`config.mk`:
```
export PLATFORM = sky130hd
export DESIGN_NAME = page_refresh_seq
export DESIGN_NICKNAME = d
export VERILOG_FILES = /design/src/rtl/page_refresh_pkg.sv /design/src/rtl/refresh_cmd_latch.sv /design/src/rtl/refresh_phase_timer.sv /design/src/rtl/page_refresh_seq.sv
export SDC_FILE = /design/constraint.sdc
export NUM_CORES = 1
export LEC_CHECK = 0
export BUFFER_PORTS_ARGS = -buffer_cell sky130_fd_sc_hd__buf_2
export CAP_MARGIN = 20
export CORE_MARGIN = 1.5
export CORE_UTILIZATION = 40
export DETAILED_ROUTE_END_ITERATION = 10
export HOLD_SLACK_MARGIN = 0.02
export PLACE_DENSITY = 0.8
export REMOVE_ABC_BUFFERS = 1
export SLEW_MARGIN = 10
export SYNTH_ARGS = -nofsm -noshare
export SYNTH_HDL_FRONTEND = slang
export SYNTH_SLANG_ARGS = --single-unit
export TNS_END_PERCENT = 30
```
`constraint.sdc`:
```
create_clock -name clk -period 1.7 [get_ports clk]
set_input_delay 0.255 -clock clk [delete_from_list [all_inputs] [get_ports clk]]
set_output_delay 0.255 -clock clk [all_outputs]
set_load 0.02 [all_outputs]
```
`src/rtl/page_refresh_pkg.sv`:
```
package page_refresh_pkg;

    typedef enum logic [2:0] {
        RF_IDLE,
        RF_XFER,
        RF_ERASE,
        RF_PROG,
        RF_DONE
    } rf_state_e;

    localparam logic [7:0] OP_REFRESH = 8'h58;

endpackage

```
`src/rtl/refresh_cmd_latch.sv`:
```
module refresh_cmd_latch
    import page_refresh_pkg::*;
#(
    parameter int PAGE_W = 9
) (
    input  logic              clk,
    input  logic              rst_n,
    input  logic              cmd_valid,
    input  logic [7:0]        cmd_op,
    input  logic [PAGE_W-1:0] cmd_page,
    input  logic              cs_n,
    input  logic              idle,
    output logic              start,
    output logic [PAGE_W-1:0] page
);

    logic cs_q;
    logic armed_q;

    // Launch: armed, idle, and chip select seen rising.
    assign start = armed_q && idle && cs_n && !cs_q;

    always_ff @(posedge clk) begin
        if (!rst_n) begin
            cs_q    <= 1'b1;
            armed_q <= 1'b0;
            page    <= '0;
        end else begin
            cs_q <= cs_n;
            if (start) begin
                armed_q <= 1'b0;
            end else if (cmd_valid && idle) begin
                if (cmd_op == OP_REFRESH) begin
                    armed_q <= 1'b1;
                    page    <= cmd_page;
                end else begin
                    armed_q <= 1'b0;
                end
            end
        end
    end

endmodule

```
`src/rtl/refresh_phase_timer.sv`:
```
module refresh_phase_timer #(
    parameter int CNT_W = 8
) (
    input  logic             clk,
    input  logic             rst_n,
    input  logic             run,
    input  logic             restart,
    output logic [CNT_W-1:0] count
);

    always_ff @(posedge clk) begin
        if (!rst_n) begin
            count <= '0;
        end else if (restart) begin
            count <= '0;
        end else if (run) begin
            count <= count + 1'b1;
        end
    end

endmodule

```
`src/rtl/page_refresh_seq.sv`:
```
module page_refresh_seq
    import page_refresh_pkg::*;
#(
    parameter int PAGE_W      = 9,
    parameter int PAGE_BYTES  = 264,
    parameter int DATA_W      = 8,
    parameter int XFER_CYCLES = 1200,
    parameter int ERASE_CYCLES = 3000,
    parameter int PROG_CYCLES = 4000,
    localparam int COL_W      = $clog2(PAGE_BYTES)
) (
    input  logic              clk,
    input  logic              rst_n,
    input  logic              cmd_valid,
    input  logic [7:0]        cmd_op,
    input  logic [PAGE_W-1:0] cmd_page,
    input  logic              cs_n,
    output logic              busy,
    output logic [PAGE_W-1:0] arr_page,
    output logic [COL_W-1:0]  arr_col,
    output logic              arr_rd,
    input  logic [DATA_W-1:0] arr_rdata,
    output logic              arr_erase,
    output logic              arr_we,
    output logic [DATA_W-1:0] arr_wdata,
    output logic [COL_W-1:0]  buf_addr,
    output logic              buf_we,
    output logic [DATA_W-1:0] buf_wdata,
    input  logic [DATA_W-1:0] buf_rdata
);

    localparam int XFER_LEN  = (XFER_CYCLES > PAGE_BYTES) ? XFER_CYCLES : PAGE_BYTES;
    localparam int PROG_LEN  = (PROG_CYCLES > PAGE_BYTES) ? PROG_CYCLES : PAGE_BYTES;
    localparam int ERASE_LEN = (ERASE_CYCLES > 0) ? ERASE_CYCLES : 1;
    localparam int MAX_A     = (XFER_LEN > PROG_LEN) ? XFER_LEN : PROG_LEN;
    localparam int MAX_LEN   = (MAX_A > ERASE_LEN) ? MAX_A : ERASE_LEN;
    localparam int CNT_W     = $clog2(MAX_LEN + 1);

    rf_state_e         state_q, state_d;
    logic              start;
    logic [PAGE_W-1:0] page_q;
    logic [CNT_W-1:0]  cnt;
    logic              in_page;

    refresh_cmd_latch #(.PAGE_W(PAGE_W)) u_latch (
        .clk       (clk),
        .rst_n     (rst_n),
        .cmd_valid (cmd_valid),
        .cmd_op    (cmd_op),
        .cmd_page  (cmd_page),
        .cs_n      (cs_n),
        .idle      (state_q == RF_IDLE),
        .start     (start),
        .page      (page_q)
    );

    refresh_phase_timer #(.CNT_W(CNT_W)) u_timer (
        .clk     (clk),
        .rst_n   (rst_n),
        .run     (state_q != RF_IDLE),
        .restart (state_d != state_q),
        .count   (cnt)
    );

    // State register
    always_ff @(posedge clk) begin
        if (!rst_n) state_q <= RF_IDLE;
        else        state_q <= state_d;
    end

    // Transitions
    always_comb begin
        state_d = state_q;
        unique case (state_q)
            RF_IDLE:  if (start) state_d = RF_XFER;
            RF_XFER:  if (cnt == CNT_W'(XFER_LEN - 1)) state_d = RF_ERASE;
            RF_ERASE: if (cnt == CNT_W'(ERASE_LEN - 1)) state_d = RF_PROG;
            RF_PROG:  if (cnt == CNT_W'(PROG_LEN - 1)) state_d = RF_DONE;
            RF_DONE:  state_d = RF_IDLE;
            default:  state_d = RF_IDLE;
        endcase
    end

    assign in_page = (cnt < CNT_W'(PAGE_BYTES));

    // Outputs
    always_comb begin
        busy      = 1'b0;
        arr_rd    = 1'b0;
        arr_erase = 1'b0;
        arr_we    = 1'b0;
        buf_we    = 1'b0;
        arr_page  = page_q;
        arr_col   = cnt[COL_W-1:0];
        buf_addr  = cnt[COL_W-1:0];
        buf_wdata = arr_rdata;
        arr_wdata = buf_rdata;
        unique case (state_q)
            RF_IDLE: ;
            RF_XFER: begin
                busy   = 1'b1;
                arr_rd = in_page;
                buf_we = in_page;
            end
            RF_ERASE: begin
                busy      = 1'b1;
                arr_erase = (cnt == '0);
            end
            RF_PROG: begin
                busy   = 1'b1;
                arr_we = in_page;
            end
            RF_DONE: busy = 1'b1;
            default: ;
        endcase
    end

endmodule

```
; Word-level counts from Yosys, hierarchy flattened
; Cells that the tools add are included.
; Widths: inputs -> output; s select.
[totals]
ff_bits = 26
inputBits = 37
out_inout_bits = 48
elab_cells = 40
[op_classes]
add_sub_neg = 1
n_lt_le_gt_ge = 1
n_eq_ne = 9
muxes = 10
bitwise_logic = 2
reduce_logical = 12
[op_table]
columns = operator, n
row1 = $eq 12x12->1 const B, 2
row2 = $add 12x1->12 const B, 1
row3 = $eq 12x11->1 const B, 1
row4 = $logic_not 12->1, 1
row5 = $lt 12x9->1 const B, 1
row6 = $mux 3, 4
row7 = $pmux 3 s4, 1
row8 = $eq 8x7->1 const B, 1
row9 = $eq 3x2->1 const B, 2
row10 = $mux 1, 5
row11 = $logic_and 1x1->1, 4
row12 = $reduce_or 2->1, 2
row13 = $reduce_or 4->1, 1
row14 = $eq 3x1->1 const B, 1
row15 = $eq 3x3->1 const B, 1
row16 = $logic_not 3->1, 1
row17 = $ne 3x3->1, 1
row18 = $reduce_and 3->1, 1
row19 = $reduce_bool 3->1, 1
row20 = $not 1->1, 2
row21 = $logic_not 1->1, 1

; Logic depth before layout (Yosys ltp)
[logic_depth]
ltp_word = 8
depth_mapped = 7
depth_no_buf = 5

; By module
; A second synthesis with hierarchy kept.
[hier_totals]
hier_cells = 178
hier_area_um2 = 1549.0
[by_module_without_submodules]
columns = module, instances, cells_per_inst, area_per_inst_um2, seq_area_each_um2
row1 = refresh_phase_timer, 1, 60, 558.0, 240.2
row2 = page_refresh_seq, 1, 67, 511.7, 60.1
row3 = refresh_cmd_latch, 1, 51, 479.2, 220.2

; Worst setup path before layout
; Ideal clock, no wire load.
[synth_timing]
kind = register to output
startpoint = reg state_q[0]
endpoint = out arr_erase
arrival_ns = 1.949
required_time_ns = 1.445
slack_ns = -0.504
path_stages_with_launch = 5
path_buffers = 1
cell_sequence = dfxtp_1 -> clkbuf_2 -> or4b_1 -> or4_1 -> nor3b_1
[synth_between]
elab_chain_len = 2
[synth_rtl]
columns = item, line
row1 = start: declaration, page_refresh_seq.sv:39  ; rf_state_e state_q, state_d;
row2 = start signal: assignment, page_refresh_seq.sv:68  ; else state_q <= state_d;
row3 = $eq 3x2->1, page_refresh_seq.sv:98  ; unique case (state_q)
row4 = $mux 1, page_refresh_seq.sv:98
row5 = end: declaration, page_refresh_seq.sv:23  ; output logic arr_erase,
; No other way between the ends.

; Worst setup path in the final report
; Ends and elaborated chain as after synthesis.

==> flow_summary.json <==
{
  "synth-main-ff-cell": "dfxtp_1",
  "multi_input_comb_area_sq_um": 833.3,
  "cts_tree": "built",
  "die_area_sq_mm": 0.004425,
  "comb_power_share_pct": 4.8,
  "die_y_um": 66.52,
  "outcome": "complete, but fails checks",
  "grt_overflow": 0,
  "ys_warn_count": 0,
  "grt_pass1_vias": 1366,
  "power_frac_seq_pct": 57.2,
  "finalHoldViolations": 0,
  "synth_area_leader_cell": "dfxtp_1",
  "synthAdderAreaFrac_pct": 2.326,
  "reg2reg_depth": 5,
  "timing.fmax_ghz": 0.4591,
  "post-route-util_pct": 52.19,
  "max_stage_delay_ps": 550,
  "avgSynthCellArea_sq_um": 8.235,
  "postCtsSetupRepairBufs": 0,
  "fp.dieW_um": 66.52,
  "clock-root-buffer": "clkbuf_8",
  "ys_async_sr_fraction_pct": 0,
  "slew_headroom_pct": 75.40,
  "nFillCells": 352,
  "synthMuxAreaShare_pct": 0.6202,
  "grt_max_degree": 15,
  "cp_cell_sequence": "or4b_4 -> or4_4 -> nor3b_2 -> buf_4",
  "p_sw_share_pct": 21.03,
  "path_clk_slew_ps": 90,
  "synth_most_common_cell": "buf_4",
  "grt_use_total_pct": 18.24,
  "layout.nets": 274,
  "io_pins": 85,
  "start_kind": "flip-flop",
  "rsz0062_at_grt": "yes",
  "power-per-cell-area_mw_per_mm2": 542.5,
  "p_leak_nw": 0.8362,
  "synth_top_family_by_area": "simple AND/OR/NAND/NOR gates",
  "worst_slack_ps": -478.0,
  "period_needed_ps": 2178,
  "netlist_area_sq_mm": 0.001614,
  "gp_congestion": 0.8738,
  "synth_commonest_cells": "35 x buf_4, 26 x dfxtp_1, 17 x nor3_1",
  "clkPwrFrac_pct": 38.0,
  "violations": "negative setup slack",
  "grt_pass1_wl_um": 6272,
  "core-area_sq_mm": 0.003771,
  "internal-power_mw": 0.8432,
  "ir_worst_vdd_uv": 527.5,
  "cp_max_fo": 2,
  "setup_violations": 15,
  "syn_inst": 196,
  "hold_path_depth": 2,
  "register_area_sq_um": 523.0,
  "cp_data_arrival_time_ps": 1920,
  "diodes": 0,
  "cp_top_family": "simple AND/OR/NAND/NOR gates",
  "final_max_slew_viol_count": 0,
  "synth.ff_latch_count": 26,
  "drtPass1Iterations": 4,
  "start_util_pct": 42.80,
  "dp_cells": 277,
  "cp.depth": 4,
  "clk_latency_ps": 270,
  "worstSetupPathType": "reg2out",
  "period_share_pct": 128.1,
  "synth_area_leaders": "dfxtp_1 32%, buf_4 16%, nor3_1 5.3%",
  "drv_cap": 0,
  "finalInstanceArea_sq_mm": 0.001968,
  "drt_iter0_drc": 84,
  "syn2layout_area_growth_pct": 21.94,
  "drive_gt1_share_pct": 42.92,
  "placed_cell_area_sq_mm": 0.001831,
  "hold_path.class": "in2reg",
  "h-tree-depth": 1,
  "ant_nets": 0,
  "synth-seq-area-share_pct": 32.25,
  "synth_xor_area_share_pct": 5.969,
  "finalWirelength_um": 4008,
  "clock_skew_ps": 8.318,
  "cts_buffers": 3,
  "synthSimpleGateAreaFrac_pct": 27.83,
  "port_buffers": 52,
  "rows": 22,
  "slowest_stage": "or4b_4",
  "dp_hpwl_um": 3043,
  "cts_buffer_depth": 2,
  "synth-compound-area-share_pct": 10.78,
  "viasPerCell": 5.313,
  "vias": 1493,
  "antenna_found_initial": 0,
  "drc": 0,
  "power_mw": 1.068,
  "synth_edf_count": 0,
  "worst-path-buf-inv": 1,
  "stdcell_count": 281,
  "postCtsHoldBufs": 0,
  "worst_slew_pin_slew_ps": 363.9,
  "synth_top_area_share_pct": 32.25,
  "dpl_worst_slack_ps": -317.3,
  "endpoint_kind": "primary output",
  "p_sw_mw": 0.2246,
  "critPathRequiredTime_ps": 1440,
  "cts_sinks": 26,
  "wl_per_cell_um": 14.26,
  "ys_types": 40
}
## area by class of cell
cell class	instances	area share, %
multi-input combinational	121	42.34
sequential	26	26.57
timing repair buffer	78	24.48
tap	48	3.051
clock buffer	4	2.797
inverter	4	0.7629
## logic make-up (layout without fill, tap and decap cells)
kind of cell,count (synthesis),count (layout)
xor gates and xnor gates,11,11
buffers and inverters,49,86
AOI/OAI and AO/OA,29,29
muxes,1,1
adders and majority gates,3,3
and+or+nand+nor,77,77
DFF,26,26
## cells in the final DEF, fill, tap and decap left out, types with 2 or more instances in the layout
master     n
nand2_1    8
buf_2     48
nor3b_2    2
and3_1     3
nand2b_1   2
nand4_1    3
dfxtp_1   24
ha_1       3
xnor2_1    9
a21oi_1   11
nor2_1     3
nor4_1     4
xor2_1     2
clkbuf_8   4
buf_4     28
nor4b_1    2
nor3_1    17
o21ai_0   11
or4_4      2
or3_1      3
dfxtp_2    2
or3_4      2
inv_1      4
nand3_1   14
## power by group through the flow
stage / registers, mW / logic (mW) / clock network, mW
finish: 0.610 / 0.0516 / 0.406
global route: 0.611 / 0.0570 / 0.443
CTS: 0.610 / 0.0519 / 0.411
detailed placement: 0.625 / 0.0516 / 0
global placement: 0.625 / 0.0513 / 0
floorplan: 0.625 / 0.0163 / 0
## worst paths after layout
path,from,slack (ps),to
max,state_q[0]$_SDFF_PN0_,-480,arr_erase
min,cs_n,190,u_latch.cs_q$_SDFF_PN1_
min reg2reg,u_latch.page[5]$_SDFFE_PN0P_,480,u_latch.page[5]$_SDFFE_PN0P_
max reg2reg,u_timer.count[11]$_SDFFE_PP0P_,-220,u_timer.count[4]$_SDFFE_PP0P_
## what timing repair did
item                                    4_1_cts  5_1_grt
resized for setup                            16        5
hold endpoints to repair                      0        0
endpoints found under the setup margin       17       19
cloned                                        0        0
pin swaps                                     4        0
## sequential cells by signal (all words and copies together) (netlist names)
signal and cells:
state_q 3, u_latch.page 9, u_latch.armed_q 1, u_latch.cs_q 1, u_timer.count 12
## through the flow
step | TNS (ps) | hold slack (ps)
5_1_grt | -4457 | 180.6
2_1_floorplan | -6868 | 328.0
6_report | -2687 | 190.1
4_1_cts | -2541 | 184.0
3_5_place_dp | -2034 | 465.9
3_3_place_gp | -1798 | 455.1
## layer usage
layer | share of wire, % | global-route usage [%] | wire length, um
met1 | 45 | 22.54 | 1789
met2 | 44 | 29.00 | 1765
met3 | 9.7 | 8.277 | 387
met4 | 1.6 | 4.082 | 65
met5 | 0 | 0 | 0
(Power assumes the default switching activity.)
